$ cat src/rtl/wdog_pkg.sv
package wdog_pkg;

  localparam int MULT_W   = 5;
  localparam int RES_W    = 2;
  localparam int REG_W    = 1 + MULT_W + RES_W;
  // largest terminal: multiplier scaled by 4**(2**RES_W - 1)
  localparam int TERM_W   = MULT_W + 2 * ((2 ** RES_W) - 1);

  localparam logic ADDR_CTRL = 1'b0;
  localparam logic ADDR_STAT = 1'b1;
  localparam int   STAT_FLAG_BIT = 7;
  localparam int   STAT_FT_BIT   = 0;

  typedef struct packed {
    logic              steer;  // 0: interrupt, 1: reset pulse
    logic [MULT_W-1:0] mult;
    logic [RES_W-1:0]  res;    // ticks per unit = 4**res
  } wd_ctrl_t;

  function automatic logic [TERM_W-1:0] term_of(input wd_ctrl_t c);
    return TERM_W'(c.mult) << (2 * c.res);
  endfunction

endpackage

$ cat src/rtl/wdog_regs.sv
module wdog_regs
  import wdog_pkg::*;
(
  input  logic             clk,
  input  logic             rst,
  input  logic             bus_cs,
  input  logic             bus_rd,
  input  logic             bus_wr,
  input  logic             bus_addr,
  input  logic [REG_W-1:0] bus_wdata,
  input  logic             expire_rst,
  input  logic             flag,
  output wd_ctrl_t         ctrl,
  output logic             ft_en,
  output logic             ctrl_access,
  output logic             stat_rd,
  output logic [REG_W-1:0] bus_rdata
);

  logic             wr_ctrl, wr_stat;
  logic [REG_W-1:0] stat_word;

  assign wr_ctrl     = bus_cs && bus_wr && (bus_addr == ADDR_CTRL);
  assign wr_stat     = bus_cs && bus_wr && (bus_addr == ADDR_STAT);
  assign ctrl_access = bus_cs && (bus_rd || bus_wr) && (bus_addr == ADDR_CTRL);
  assign stat_rd     = bus_cs && bus_rd && (bus_addr == ADDR_STAT);

  always_comb begin
    stat_word                = '0;
    stat_word[STAT_FLAG_BIT] = flag;
    stat_word[STAT_FT_BIT]   = ft_en;
  end

  always_ff @(posedge clk) begin
    if (rst) begin
      ctrl      <= '0;
      ft_en     <= 1'b0;
      bus_rdata <= '0;
    end else begin
      if (expire_rst) begin
        ctrl  <= '0;
        ft_en <= 1'b0;
      end else begin
        if (wr_ctrl) ctrl  <= wd_ctrl_t'(bus_wdata);
        if (wr_stat) ft_en <= bus_wdata[STAT_FT_BIT];
      end
      if (bus_cs && bus_rd)
        bus_rdata <= (bus_addr == ADDR_CTRL) ? REG_W'(ctrl) : stat_word;
    end
  end

  a_r6_clear_on_reset_timeout: assert property (@(posedge clk) disable iff (rst)
    expire_rst |=> (ctrl == '0) && !ft_en);

  a_r10_ctrl_write_lands: assert property (@(posedge clk) disable iff (rst)
    (wr_ctrl && !expire_rst) |=> (REG_W'(ctrl) == $past(bus_wdata)));

endmodule

$ cat src/rtl/wdog_timer.sv
module wdog_timer
  import wdog_pkg::*;
#(
  parameter int CNT_W = TERM_W
)(
  input  logic     clk,
  input  logic     rst,
  input  logic     tick,
  input  wd_ctrl_t ctrl,
  input  logic     restart,
  input  logic     hold,
  output logic     armed,
  output logic     expire_irq,
  output logic     expire_rst
);

  logic [CNT_W-1:0] cnt;
  logic [CNT_W-1:0] term;

  assign armed = (ctrl.mult != '0);
  assign term  = CNT_W'(term_of(ctrl));

  always_ff @(posedge clk) begin
    if (rst) begin
      cnt        <= '0;
      expire_irq <= 1'b0;
      expire_rst <= 1'b0;
    end else begin
      expire_irq <= 1'b0;
      expire_rst <= 1'b0;
      if (restart || !armed) begin
        cnt <= '0;
      end else if (tick && !hold) begin
        if (cnt == term - 1'b1) begin
          cnt        <= '0;
          expire_irq <= !ctrl.steer;
          expire_rst <= ctrl.steer;
        end else begin
          cnt <= cnt + 1'b1;
        end
      end
    end
  end

  a_r2_count_below_terminal: assert property (@(posedge clk) disable iff (rst)
    armed |-> (cnt < term));

  a_r3_restart_no_expiry: assert property (@(posedge clk) disable iff (rst)
    restart |=> !(expire_irq || expire_rst));

  a_r4_disarmed_no_expiry: assert property (@(posedge clk) disable iff (rst)
    !armed |=> !(expire_irq || expire_rst));

  a_r7_count_frozen: assert property (@(posedge clk) disable iff (rst)
    (hold && armed && !restart) |=> $stable(cnt));

endmodule

$ cat src/rtl/wdog_out.sv
module wdog_out #(
  parameter int RST_TICKS = 2
)(
  input  logic clk,
  input  logic rst,
  input  logic tick,
  input  logic expire_irq,
  input  logic expire_rst,
  input  logic flag_clr,
  input  logic ft_en,
  input  logic ftest_wave,
  input  logic armed,
  input  logic steer,
  output logic flag,
  output logic pulse_on,
  output logic irq_ftest_n,
  output logic cpu_rst_n
);

  localparam int PULSE_W = $clog2(RST_TICKS + 1);

  logic [PULSE_W-1:0] pcnt;
  logic               ft_pass;
  logic               irq_d;

  assign pulse_on = (pcnt != '0);
  assign ft_pass  = ft_en && !(armed && !steer);

  always_comb begin
    if (flag)         irq_d = 1'b0;
    else if (ft_pass) irq_d = ftest_wave;
    else              irq_d = 1'b1;
  end

  always_ff @(posedge clk) begin
    if (rst) begin
      flag        <= 1'b0;
      pcnt        <= '0;
      cpu_rst_n   <= 1'b1;
      irq_ftest_n <= 1'b1;
    end else begin
      if (expire_irq)    flag <= 1'b1;
      else if (flag_clr) flag <= 1'b0;

      if (expire_rst) begin
        pcnt      <= PULSE_W'(RST_TICKS);
        cpu_rst_n <= 1'b0;
      end else if (pulse_on && tick) begin
        pcnt <= pcnt - 1'b1;
        if (pcnt == PULSE_W'(1)) cpu_rst_n <= 1'b1;
      end

      irq_ftest_n <= irq_d;
    end
  end

  a_r5_flag_on_timeout: assert property (@(posedge clk) disable iff (rst)
    expire_irq |=> flag);

  a_r5_flag_drives_irq: assert property (@(posedge clk) disable iff (rst)
    flag |=> !irq_ftest_n);

  a_r8_flag_cleared: assert property (@(posedge clk) disable iff (rst)
    (flag_clr && !expire_irq) |=> !flag);

  a_r6_pulse_starts: assert property (@(posedge clk) disable iff (rst)
    expire_rst |=> !cpu_rst_n);

  a_r9_wave_blocked: assert property (@(posedge clk) disable iff (rst)
    (!flag && armed && !steer) |=> irq_ftest_n);

endmodule

$ cat src/rtl/wdog_ctrl.sv
module wdog_ctrl
  import wdog_pkg::*;
#(
  parameter int RST_TICKS = 2
)(
  input  logic             clk,
  input  logic             rst,
  input  logic             tick16,
  input  logic             bus_cs,
  input  logic             bus_rd,
  input  logic             bus_wr,
  input  logic             bus_addr,
  input  logic [REG_W-1:0] bus_wdata,
  output logic [REG_W-1:0] bus_rdata,
  input  logic             ftest_wave,
  output logic             irq_ftest_n,
  output logic             cpu_rst_n
);

  wd_ctrl_t ctrl;
  logic     ft_en, ctrl_access, stat_rd;
  logic     armed, expire_irq, expire_rst;
  logic     flag, pulse_on;

  wdog_regs u_regs (
    .clk         (clk),
    .rst         (rst),
    .bus_cs      (bus_cs),
    .bus_rd      (bus_rd),
    .bus_wr      (bus_wr),
    .bus_addr    (bus_addr),
    .bus_wdata   (bus_wdata),
    .expire_rst  (expire_rst),
    .flag        (flag),
    .ctrl        (ctrl),
    .ft_en       (ft_en),
    .ctrl_access (ctrl_access),
    .stat_rd     (stat_rd),
    .bus_rdata   (bus_rdata)
  );

  wdog_timer #(.CNT_W(TERM_W)) u_timer (
    .clk        (clk),
    .rst        (rst),
    .tick       (tick16),
    .ctrl       (ctrl),
    .restart    (ctrl_access),
    .hold       (pulse_on),
    .armed      (armed),
    .expire_irq (expire_irq),
    .expire_rst (expire_rst)
  );

  wdog_out #(.RST_TICKS(RST_TICKS)) u_out (
    .clk         (clk),
    .rst         (rst),
    .tick        (tick16),
    .expire_irq  (expire_irq),
    .expire_rst  (expire_rst),
    .flag_clr    (stat_rd || ctrl_access),
    .ft_en       (ft_en),
    .ftest_wave  (ftest_wave),
    .armed       (armed),
    .steer       (ctrl.steer),
    .flag        (flag),
    .pulse_on    (pulse_on),
    .irq_ftest_n (irq_ftest_n),
    .cpu_rst_n   (cpu_rst_n)
  );

endmodule

$ cat config.mk
export PLATFORM = sky130hd
export DESIGN_NAME = wdog_ctrl
export DESIGN_NICKNAME = d
export VERILOG_FILES = /design/src/rtl/wdog_pkg.sv /design/src/rtl/wdog_regs.sv /design/src/rtl/wdog_timer.sv /design/src/rtl/wdog_out.sv /design/src/rtl/wdog_ctrl.sv
export SDC_FILE = /design/constraint.sdc
export NUM_CORES = 1
export LEC_CHECK = 0
export BUFFER_PORTS_ARGS = -buffer_cell sky130_fd_sc_hd__buf_4
export CAP_MARGIN = 20
export CORE_AREA = 5 5 70 72
export CTS_BUF_LIST = sky130_fd_sc_hd__clkbuf_8
export DETAILED_ROUTE_END_ITERATION = 6
export DIE_AREA = 0 0 75 77
export PLACE_DENSITY = 0.72
export SLEW_MARGIN = 5
export SYNTH_ARGS = -nofsm -noshare
export SYNTH_HDL_FRONTEND = slang
export SYNTH_SLANG_ARGS = --single-unit
$ cat constraint.sdc
create_clock -name clk -period 3.52 [get_ports clk]
set_input_delay 0.176 -clock clk [delete_from_list [all_inputs] [get_ports clk]]
set_output_delay 0.176 -clock clk [all_outputs]
set_load 0.01 [all_outputs]
==> flow_summary_export.csv <==
group,metric,value,unit
status,outcome,"completed",
timing,finalSetupTns,0,ns
routing,first_pass_iters,4,
setup_path,worst_setup_path_start_kind,"flop",
setup_path,crit_path_end_kind,"flop",
floorplanning,die_w,75,um
global_route,grt_pass1_vias,1821,
logic_synthesis,syn-cell-area,2120,sq um
routing,drc,0,
cts,cts_setup_buffers,0,
routing,routed_via_density,5.49,
cts,cts_sinks,35,
logic_synthesis,ys.flop_type,"dfxtp_1",
floorplanning,rows,24,
logic_synthesis,syn_avg_cell_area,7.87,sq um
timing,fin_crit,2.97,ns
routing,drt-total-wl,4570,um
timing,setup_viol,0,
logic_synthesis,syn-instance-count,269,
timing,finClkSkew,0.00554,ns
timing,post-route-period-util,84.3,%
global_route,antenna_found_initial,0,
routing,avgRoutedWirePerCell,13.5,um
timing,timing.max_slew.rel_slack,63.9,%
layout,finish.utilization,55.9,%
power,total_power,808,uW
layout,fillCellCount,393,
floorplanning,die-area,5780,sq um
global_route,grt_usage,17.4,%
place,io_buffers,25,
logic_synthesis,synth_nets,289,
global_route,grt_start_max_net_pins,24,
setup_path,critPathArrivalTime,3.14,ns
layout,mostFrequentLayoutCell,"dfxtp_1",
layout,final_layout_size_suffix_gt1_share,14.3,%
layout,n_antenna_cell,0,
setup_path,path_max_fanout,15,
timing,hold_viol_final,0,
logic_synthesis,ys_warn_count,0,
cts,cts_tree,"yes",
logic_synthesis,synth-seq-cells,35,
floorplanning,core_region_area,4230,sq um
timing,final_max_slew_viol_count,0,
setup_path,crit_required,3.69,ns
cts,clk_path_buf_depth,2,
place,pre_cts_ws,0.573,ns
global_route,grt_pass1_wl,8040,um
setup_path,crit_type,"reg -> reg",
place,placed_area,2290,sq um
cts,htreeDepth,2,
timing,rsz0062_at_grt,"no",
place,hpwl,3400,um
layout,fin_area,2370,sq um
hold_path,hold_path_class,"in -> reg",
layout,syn2layout_area_growth,11.9,%
logic_synthesis,synth_edf_count,0,
timing,layout_setup_ws,0.552,ns
cts,clockRootBuffer,"clkbuf_8",
timing,fmax,337,MHz
job,drv_cap,0,
timing,worstMarginPinSlew,0.540,ns
floorplanning,die_y,77,um
cts,cts-hold-fix-buffers,0,
logic_synthesis,ys_seq_area_share,33.1,%
layout,final_cell_mix,"dfxtp_1, nand2_1, nor2_1",
cts,cts_resized,0,
floorplanning,initial_core_util,50.0,%
layout,layout.nets,305,
power,power_density,341,nW/um^2
place,gp_congestion,0.897,
logic_synthesis,yosysUniqueCellTypes,50,
cts,insertion_delay,0.29,ns
routing,first_iter_violations,122,
logic_synthesis,async_flop_share,0,%
power,power_leakage,0.000874,uW
routing,vias,1855,
power,peakVddDrop,262,uV
global_route,gr-total-overflow,0,
cts,path_clk_slew,0.07,ns
cts,cts_buffers,5,
floorplanning,ioPinCount,26,
routing,drtAntennaViolNets,0,
==> final timing paths <==
kind | startpoint | to | slack, ns | depth (start not counted)
worst min-delay path | bus_wdata[3] | u_regs.ctrl[3] | 0.13 | 3
worst max register to register | u_regs.ctrl[1] | u_timer.cnt[5] | 0.55 | 9
worst max-delay path | u_regs.ctrl[1] | u_timer.cnt[5] | 0.55 | 9
worst min register to register | u_timer.expire_irq | u_out.flag | 0.46 | 2
==> metrics by stage <==
step	cells	hold WS (ns)
final	338	0.130
after global routing	338	0.136
after CTS	338	0.124
after detailed placement	330	0.434
after global placement	330	0.429
after floorplan	269	0.283
==> report_power, final <==
group | switching, uW | total [uW] | internal, uW
clock network | 139 | 272 | 133
logic | 64.4 | 119 | 54.2
registers | 13.2 | 417 | 404
==> registers in the layout, summed over array words and instances (netlist names) <==
register	flops
u_timer.cnt	11
u_regs.bus_rdata	8
u_regs.ctrl	8
u_out.pcnt	2
u_out.cpu_rst_n	1
u_out.flag	1
u_out.irq_ftest_n	1
u_regs.ft_en	1
u_timer.expire_irq	1
u_timer.expire_rst	1
==> worst max-delay path: stages, from the launching register on <==
cell	delay, ns
dfxtp_1	0.58
nor2_1	0.11
nand2_1	0.12
ha_1	0.22
a21boi_0	0.37
xor2_1	0.20
mux2_2	0.35
or4_4	0.59
o21bai_4	0.23
nor2_1	0.08
==> kinds of logic after synthesis <==
kind of cell             after synthesis  share of synthesized area (%)
XOR/XNOR                              22                           9.11
AND/OR/NAND/NOR                      120                           28.6
buffers and inverters                 25                           5.85
adder cells (fa/ha/maj)                4                           2.37
AO/OA/AOI/OAI                         55                           16.8
flip-flops                            35                           33.1
multiplexers                           8                           4.14
==> cell usage after synthesis (2+ instances only) <==
cell type  count  area [sq um]
dfxtp_1       35           701
nand2_1       34           128
nor2_1        31           116
a21oi_1       24           120
xnor2_1       16           140
nand3_1        8          40.0
nor3b_1        8          60.1
clkbuf_1       7          26.3
inv_1          7          26.3
nor2b_1        7          43.8
nor3_1         7          35.0
o21ai_0        7          35.0
buf_2          6          30.0
xor2_1         6          52.6
mux2i_1        5          50.1
ha_1           4          50.1
nor4_1         4          25.0
a211oi_1       3          22.5
and2_1         3          18.8
and3_1         3          18.8
nand2b_1       3          18.8
a22o_1         2          17.5
a31oi_1        2          12.5
and4_1         2          17.5
buf_4          2          15.0
buf_6          2          22.5
mux2_2         2          22.5
nand3b_1       2          15.0
o21bai_1       2          15.0
o22ai_1        2          12.5
o311ai_0       2          17.5
o31a_1         2          17.5
or2_2          2          12.5
==> cell type report <==
type	instances	area, sq um	share of cell area [%]
clock buffers	5	68.8	2.91
well taps	52	65.1	2.75
repair buffers	27	203	8.56
clock inverters	3	12.5	0.529
inverters	7	26.3	1.11
flip-flops and latches	35	701	29.6
multi-input cells	209	1290	54.5
==> layer usage <==
metal  GRT usage, %  up-vias  wire [um]
li1               -      959          -
met1           22.1      842       2060
met2           28.4       46       2210
met3           3.66        8        235
met4           6.41        0         63
met5              0        -          0
Note: power is estimated with default switching activity, not from simulation.
